### src/rtl/utimer_pkg.sv
package utimer_pkg;
   localparam int N_EVT       = 4;
   localparam int N_DEC       = 3;
   localparam int N_TICK      = N_DEC + 2;
   localparam int TK_RAW      = 0;
   localparam int TK_US       = 1;
   localparam int SEL_EVT_W   = 2;
   localparam int SEL_STAMP_W = 3;
   localparam int STAMP_SEL_LSB = 2 * N_EVT;
   localparam int PER_BASE    = 12;
   localparam int EN_BASE     = 16;
   localparam int STAMP_EN    = EN_BASE + N_EVT;
   localparam int CTRL_WORD   = 0;
   localparam int STAMP_WORD  = N_EVT + 1;

   function automatic logic [31:0] ctrl_mask();
      logic [31:0] m;
      m = '0;
      for (int t = 0; t < N_EVT; t++) begin
         m[2*t]          = 1'b1;
         m[2*t+1]        = 1'b1;
         m[PER_BASE + t] = 1'b1;
         m[EN_BASE + t]  = 1'b1;
      end
      for (int b = 0; b < SEL_STAMP_W; b++) m[STAMP_SEL_LSB + b] = 1'b1;
      m[STAMP_EN] = 1'b1;
      return m;
   endfunction

   localparam logic [31:0] CTRL_MASK = ctrl_mask();
endpackage

### src/rtl/utimer_tick_chain.sv
module utimer_tick_chain #(
   parameter int REF_PER_US = 24,
   parameter int TICK_STEP  = 10,
   parameter int N_STAGE    = 3
)(
   input  logic               clk,
   input  logic               rst_n,
   output logic [N_STAGE+1:0] ticks
);
   localparam int PRE_W  = (REF_PER_US > 1) ? $clog2(REF_PER_US) : 1;
   localparam int STEP_W = (TICK_STEP > 1) ? $clog2(TICK_STEP) : 1;

   if (REF_PER_US < 1) begin : g_bad_ref
      $error("REF_PER_US must be at least 1");
   end
   if (TICK_STEP < 2) begin : g_bad_step
      $error("TICK_STEP must be at least 2");
   end

   assign ticks[0] = 1'b1;

   if (REF_PER_US == 1) begin : g_pre_pass
      assign ticks[1] = 1'b1;
   end else begin : g_pre_div
      logic [PRE_W-1:0] pre_q;
      always_ff @(posedge clk or negedge rst_n) begin
         if (!rst_n)                              pre_q <= '0;
         else if (pre_q == PRE_W'(REF_PER_US-1))  pre_q <= '0;
         else                                     pre_q <= pre_q + 1'b1;
      end
      assign ticks[1] = (pre_q == PRE_W'(REF_PER_US-1));
   end

   for (genvar k = 0; k < N_STAGE; k++) begin : g_dec
      logic [STEP_W-1:0] dec_q;
      always_ff @(posedge clk or negedge rst_n) begin
         if (!rst_n) dec_q <= '0;
         else if (ticks[k+1]) begin
            if (dec_q == STEP_W'(TICK_STEP-1)) dec_q <= '0;
            else                               dec_q <= dec_q + 1'b1;
         end
      end
      assign ticks[k+2] = ticks[k+1] && (dec_q == STEP_W'(TICK_STEP-1));
   end
endmodule

### src/rtl/utimer_evt_channel.sv
module utimer_evt_channel #(
   parameter int CNT_W = 32
)(
   input  logic             clk,
   input  logic             rst_n,
   input  logic             tick,
   input  logic             enable,
   input  logic             periodic,
   input  logic             arm,
   input  logic [CNT_W-1:0] reload,
   output logic             irq,
   output logic             done
);
   logic [CNT_W-1:0] cnt_q;
   logic             expire;

   assign expire = enable && tick && (cnt_q == '0);
   assign done   = expire && !periodic;

   always_ff @(posedge clk or negedge rst_n) begin
      if (!rst_n) begin
         cnt_q <= '0;
         irq   <= 1'b0;
      end else begin
         irq <= expire && !arm;
         if (arm)                 cnt_q <= reload;
         else if (enable && tick) begin
            if (cnt_q != '0)      cnt_q <= cnt_q - 1'b1;
            else if (periodic)    cnt_q <= reload;
         end
      end
   end
endmodule

### src/rtl/utimer_stamp_counter.sv
module utimer_stamp_counter #(
   parameter int CNT_W = 32
)(
   input  logic             clk,
   input  logic             rst_n,
   input  logic             tick,
   input  logic             enable,
   input  logic             load,
   input  logic [CNT_W-1:0] load_val,
   output logic [CNT_W-1:0] value
);
   always_ff @(posedge clk or negedge rst_n) begin
      if (!rst_n)                value <= '0;
      else if (load)             value <= load_val;
      else if (enable && tick)   value <= value + 1'b1;
   end
endmodule

### src/rtl/usec_timer_unit.sv
module usec_timer_unit
   import utimer_pkg::*;
#(
   parameter int CNT_W      = 32,
   parameter int REF_PER_US = 24,
   parameter int TICK_STEP  = 10,
   parameter int ADDR_W     = 5
)(
   input  logic              clk,
   input  logic              rst_n,
   input  logic              bus_en,
   input  logic              bus_wr,
   input  logic [ADDR_W-1:0] bus_addr,
   input  logic [31:0]       bus_wdata,
   output logic [31:0]       bus_rdata,
   output logic [N_EVT-1:0]  evt_irq
);
   localparam int WORD_W = ADDR_W - 2;

   if (CNT_W < 16 || CNT_W > 32) begin : g_bad_cnt
      $error("CNT_W must lie between 16 and 32");
   end
   if (ADDR_W < 5) begin : g_bad_addr
      $error("ADDR_W must be at least 5");
   end

   logic [WORD_W-1:0]               word;
   logic                            aligned;
   logic                            wr_hit;
   logic                            wr_ctrl;
   logic                            wr_stamp;
   logic [N_EVT-1:0]                wr_evt;
   logic [31:0]                     ctrl_q;
   logic [31:0]                     ctrl_nx;
   logic [N_EVT-1:0][CNT_W-1:0]     reload_q;
   logic [N_EVT-1:0]                arm;
   logic [N_EVT-1:0]                evt_done;
   logic [N_TICK-1:0]               ticks;
   logic [CNT_W-1:0]                stamp_val;
   logic                            stamp_tick;

   assign word     = bus_addr[ADDR_W-1:2];
   assign aligned  = (bus_addr[1:0] == 2'b00);
   assign wr_hit   = bus_en && bus_wr && aligned;
   assign wr_ctrl  = wr_hit && (word == WORD_W'(CTRL_WORD));
   assign wr_stamp = wr_hit && (word == WORD_W'(STAMP_WORD));

   utimer_tick_chain #(
      .REF_PER_US (REF_PER_US),
      .TICK_STEP  (TICK_STEP),
      .N_STAGE    (N_DEC)
   ) u_ticks (
      .clk   (clk),
      .rst_n (rst_n),
      .ticks (ticks)
   );

   always_comb begin
      ctrl_nx = ctrl_q;
      for (int t = 0; t < N_EVT; t++)
         if (evt_done[t]) ctrl_nx[EN_BASE + t] = 1'b0;
      if (wr_ctrl) ctrl_nx = bus_wdata & CTRL_MASK;
   end

   always_ff @(posedge clk or negedge rst_n) begin
      if (!rst_n) ctrl_q <= '0;
      else        ctrl_q <= ctrl_nx;
   end

   always_ff @(posedge clk or negedge rst_n) begin
      if (!rst_n) reload_q <= '0;
      else begin
         for (int t = 0; t < N_EVT; t++)
            if (wr_evt[t]) reload_q[t] <= bus_wdata[CNT_W-1:0];
      end
   end

   for (genvar t = 0; t < N_EVT; t++) begin : g_evt
      logic [SEL_EVT_W-1:0] sel;
      logic                 tick_sel;

      assign wr_evt[t] = wr_hit && (word == WORD_W'(t + 1));
      assign sel       = ctrl_q[2*t +: SEL_EVT_W];
      assign arm[t]    = ctrl_nx[EN_BASE + t] && !ctrl_q[EN_BASE + t];

      always_comb begin
         case (sel)
            2'd0:    tick_sel = ticks[TK_US];
            2'd1:    tick_sel = ticks[TK_US + 1];
            2'd2:    tick_sel = ticks[TK_US + 2];
            default: tick_sel = ticks[TK_RAW];
         endcase
      end

      utimer_evt_channel #(.CNT_W(CNT_W)) u_chan (
         .clk      (clk),
         .rst_n    (rst_n),
         .tick     (tick_sel),
         .enable   (ctrl_q[EN_BASE + t]),
         .periodic (ctrl_q[PER_BASE + t]),
         .arm      (arm[t]),
         .reload   (reload_q[t]),
         .irq      (evt_irq[t]),
         .done     (evt_done[t])
      );
   end

   always_comb begin
      case (ctrl_q[STAMP_SEL_LSB +: SEL_STAMP_W])
         3'd0:    stamp_tick = ticks[TK_RAW];
         3'd1:    stamp_tick = ticks[TK_US];
         3'd2:    stamp_tick = ticks[TK_US + 1];
         3'd3:    stamp_tick = ticks[TK_US + 2];
         default: stamp_tick = ticks[TK_US + 3];
      endcase
   end

   utimer_stamp_counter #(.CNT_W(CNT_W)) u_stamp (
      .clk      (clk),
      .rst_n    (rst_n),
      .tick     (stamp_tick),
      .enable   (ctrl_q[STAMP_EN]),
      .load     (wr_stamp),
      .load_val (bus_wdata[CNT_W-1:0]),
      .value    (stamp_val)
   );

   always_comb begin
      bus_rdata = '0;
      if (bus_en && !bus_wr && aligned) begin
         if (word == WORD_W'(CTRL_WORD))       bus_rdata = ctrl_q;
         else if (word == WORD_W'(STAMP_WORD)) bus_rdata = 32'(stamp_val);
         else begin
            for (int t = 0; t < N_EVT; t++)
               if (word == WORD_W'(t + 1)) bus_rdata = 32'(reload_q[t]);
         end
      end
   end
endmodule

### config.mk
export PLATFORM = sky130hd
export DESIGN_NAME = usec_timer_unit
export DESIGN_NICKNAME = d
export VERILOG_FILES = /design/src/rtl/utimer_pkg.sv /design/src/rtl/utimer_tick_chain.sv /design/src/rtl/utimer_evt_channel.sv /design/src/rtl/utimer_stamp_counter.sv /design/src/rtl/usec_timer_unit.sv
export SDC_FILE = /design/constraint.sdc
export NUM_CORES = 1
export LEC_CHECK = 0
export BUFFER_PORTS_ARGS = -buffer_cell sky130_fd_sc_hd__buf_2
export CAP_MARGIN = 20
export CORE_UTILIZATION = 30
export CTS_BUF_LIST = sky130_fd_sc_hd__clkbuf_4 sky130_fd_sc_hd__clkbuf_8
export CTS_CLUSTER_DIAMETER = 30
export DETAILED_ROUTE_END_ITERATION = 6
export HOLD_SLACK_MARGIN = 0.15
export MAX_ROUTING_LAYER = met4
export PLACE_DENSITY = 0.56
export SKIP_LAST_GASP = 1
export SLEW_MARGIN = 20
export SYNTH_ARGS = -nofsm -noshare
export SYNTH_HDL_FRONTEND = slang
export SYNTH_SLANG_ARGS = --single-unit
### constraint.sdc
create_clock -name clk -period 2.8 [get_ports clk]
set_input_delay 0.14 -clock clk [delete_from_list [all_inputs] [get_ports clk]]
set_output_delay 0.14 -clock clk [all_outputs]
set_load 0.01 [all_outputs]
==> results.tsv <==
metric	value	unit
GRT Util Overall	0.219	
Post-route DRC	0	
dpl hpwl	48300	um
Worst Setup End Kind	flop	
Worst Hold Class	in2reg	
clock share of power	0.404	
fin cells	3069	
Routed WL per cell	21.7	um
Final Cell Area	0.0231	mm2
total grt overflow	0	
total CTS buffers	91	
worst-margin pin slew	1110	ps
Worst Path Required	3330	ps
total power draw	18.6	mW
Synth Flop Type	dfrtp_1	
most frequent cells in the layout	dfrtp_1, nand2_1, o21ai_0	
# H-tree levels	3	
placed insts	2869	
crit-path max FO	27	
filler cell count in the final layout	6115	
vias	17300	
Fin. Hold Viols	0	
largest net degree at the start of global routing	69	
number of synthesized flops with an enable pin	0	
asr flop ratio synth	1.00	
Avg Cell Area, Syn	9.19	um2
Clock Latency Late Sink	670	ps
area leader, netlist	dfrtp_1	
vias per cell	5.64	
post-synthesis sequential area ratio	0.442	
count of cell types in the netlist	76	
final setup skew	33.5	ps
Iteration-0 DRC Markers	1707	
TritonRoute pass-1 iters	6	
initial core utilization	0.306	
yosys warns	0	
syn_nets	2077	
Placed Area	0.0206	mm2
top cells by area, synth	dfrtp_1, mux2_2, o21ai_0	
min Tclk post-route	2680	ps
share of cells above drive strength 1	0.241	
core box area	0.0608	mm2
internal power	12.2	mW
startpoint types	flop	
clock sinks	329	
FF/Latch Area	0.00823	mm2
Final WS setup	116	ps
Top Ports	77	
area delta synth->final	24.2	%
first-pass GRT wire length	104000	um
Leak	9.89	nW
clk buf depth	3	
crit path DAT	3210	ps
area of the multi-input gates	0.00976	mm2
Synth top area share	0.442	
DIE WIDTH	251	um
Yosys reg bits	329	
area of the die	0.0630	mm2
Syn Std Cell Area	0.0186	mm2
WL final	66700	um
Final Net Count	2266	
setup TNS	0	ps
net switching fraction of the power	0.342	
fin crit share	0.959	
Slew headroom	0.260	
pre-CTS setup slack	94.6	ps
Clock transition at path regs	50	ps
row count	90	
I/O Buffers	76	
Setup Viol. Count Final	0	
cells after synthesis	2026	
Slew Viols, Final	0	
WS Path Type	reg2reg	
Sw Pwr	6.37	mW
max-cap viol count	0	
vias in the first global route	16900	
gp weighted congestion	0.918	
most common cell after layout, fill and taps aside	dfrtp_1	
fmax	373	MHz
RSZ-0062 raised after global routing	true	
CTS Root Cell	clkbuf_8	
initial antenna violation count	0	
CTS tree	built	
Peak VDD IR	0.316	mV
status	finished clean	
logic gate share of total power	0.240	
Seq pwr share	0.355	
n_diodes	0	
PwrDens	804	mW/mm2
DIE HEIGHT	251	um
DRT antenna net count	0	
## sequential cells by signal, indices dropped and copies added, names as in the netlist
name / flops
g_evt.u_chan.cnt_q: 128
u_stamp.value: 32
u_ticks.g_pre_div.pre_q: 5
g_evt.u_chan.irq: 4
ctrl_q: 20
u_ticks.g_dec.dec_q: 12
reload_q: 128
## routing by layer
layer	wire, um	vias to the layer above	track usage	share of wire
li1	-	7924	-	-
met1	31500	8630	0.305	0.47
met2	29300	634	0.320	0.44
met3	4100	125	0.0387	0.062
met4	1810	0	0.0667	0.027
met5	0	-	-	0
## layout make-up
cell class / instances / share of cell area
Clock buffer: 126 / 0.0707
Clock inverter: 39 / 0.0224
Inverter: 42 / 0.00682
Multi-Input combinational cell: 1520 / 0.422
Sequential cell: 329 / 0.356
Tap cell: 782 / 0.0423
Timing Repair Buffer: 231 / 0.0797
## what timing repair did
action                                  CTS  global route
buffers inserted                          0             0
resized for setup                         0             7
endpoints found under the setup margin    0            29
hold buffers                             35             0
endpoints found under the hold margin   476             0
## metrics by stage
stage	utilization	hold slack, ps
finish	0.380	302
global placement	0.338	247
detailed placement	0.338	247
CTS	0.379	263
global route	0.380	312
floorplan	-	-156
## critical path, cell delays in order (launching register included)
cell and delay (ps):
dfrtp_1 430, or4bb_1 650, o41ai_2 400, o2111ai_2 170, buf_4 270, nor4_1 340
xnor2_1 170, o21ai_0 90
## synth_stat cells (all sizes together) (36+ instances only)
| cell type | instances |
|---|---|
| a22oi | 47 |
| clkbuf | 103 |
| nand3 | 60 |
| o21ai | 190 |
| nor3 | 63 |
| mux2 | 139 |
| a21oi | 164 |
| dfrtp | 329 |
| mux2i | 36 |
| inv | 42 |
| nand2 | 190 |
| nor2 | 172 |
| nor4 | 65 |
## power by group through the flow
| stage | clock (mW) | combinational, mW | sequential [mW] |
|---|---|---|---|
| after floorplan | 0 | 2.94 | 6.23 |
| after global placement | 0 | 4.22 | 6.61 |
| after detailed placement | 0 | 4.33 | 6.64 |
| after CTS | 7.65 | 4.39 | 6.58 |
| after global routing | 7.93 | 4.98 | 6.72 |
| final | 7.52 | 4.47 | 6.61 |
## cells by family after synthesis
group | after synthesis | synth area share
flip-flops | 329 | 0.442
multiplexers | 175 | 0.103
AO/OA/AOI/OAI | 605 | 0.205
XOR/XNOR | 38 | 0.0179
adder cells (fa/ha/maj) | 10 | 0.00672
buffers and inverters | 177 | 0.0404
AND/OR/NAND/NOR | 692 | 0.184
## path summary, 6_finish.rpt
kind / start / to / slack (ps) / cells past startpoint
worst max register to register: u_ticks.g_dec[0].dec_q[1] / u_stamp.value[28] / 120 / 7
min in group asynchronous: rst_n / reload_q[120] / 580 / 3
max in group asynchronous: rst_n / g_evt[1].u_chan.cnt_q[1] / 1390 / 4
worst max-delay path: u_ticks.g_dec[0].dec_q[1] / u_stamp.value[28] / 120 / 7
worst min register to register: u_ticks.g_pre_div.pre_q[0] / u_ticks.g_pre_div.pre_q[0] / 470 / 1
worst min-delay path: bus_addr[1] / reload_q[115] / 300 / 6
Power figures use the tool's default switching activity.
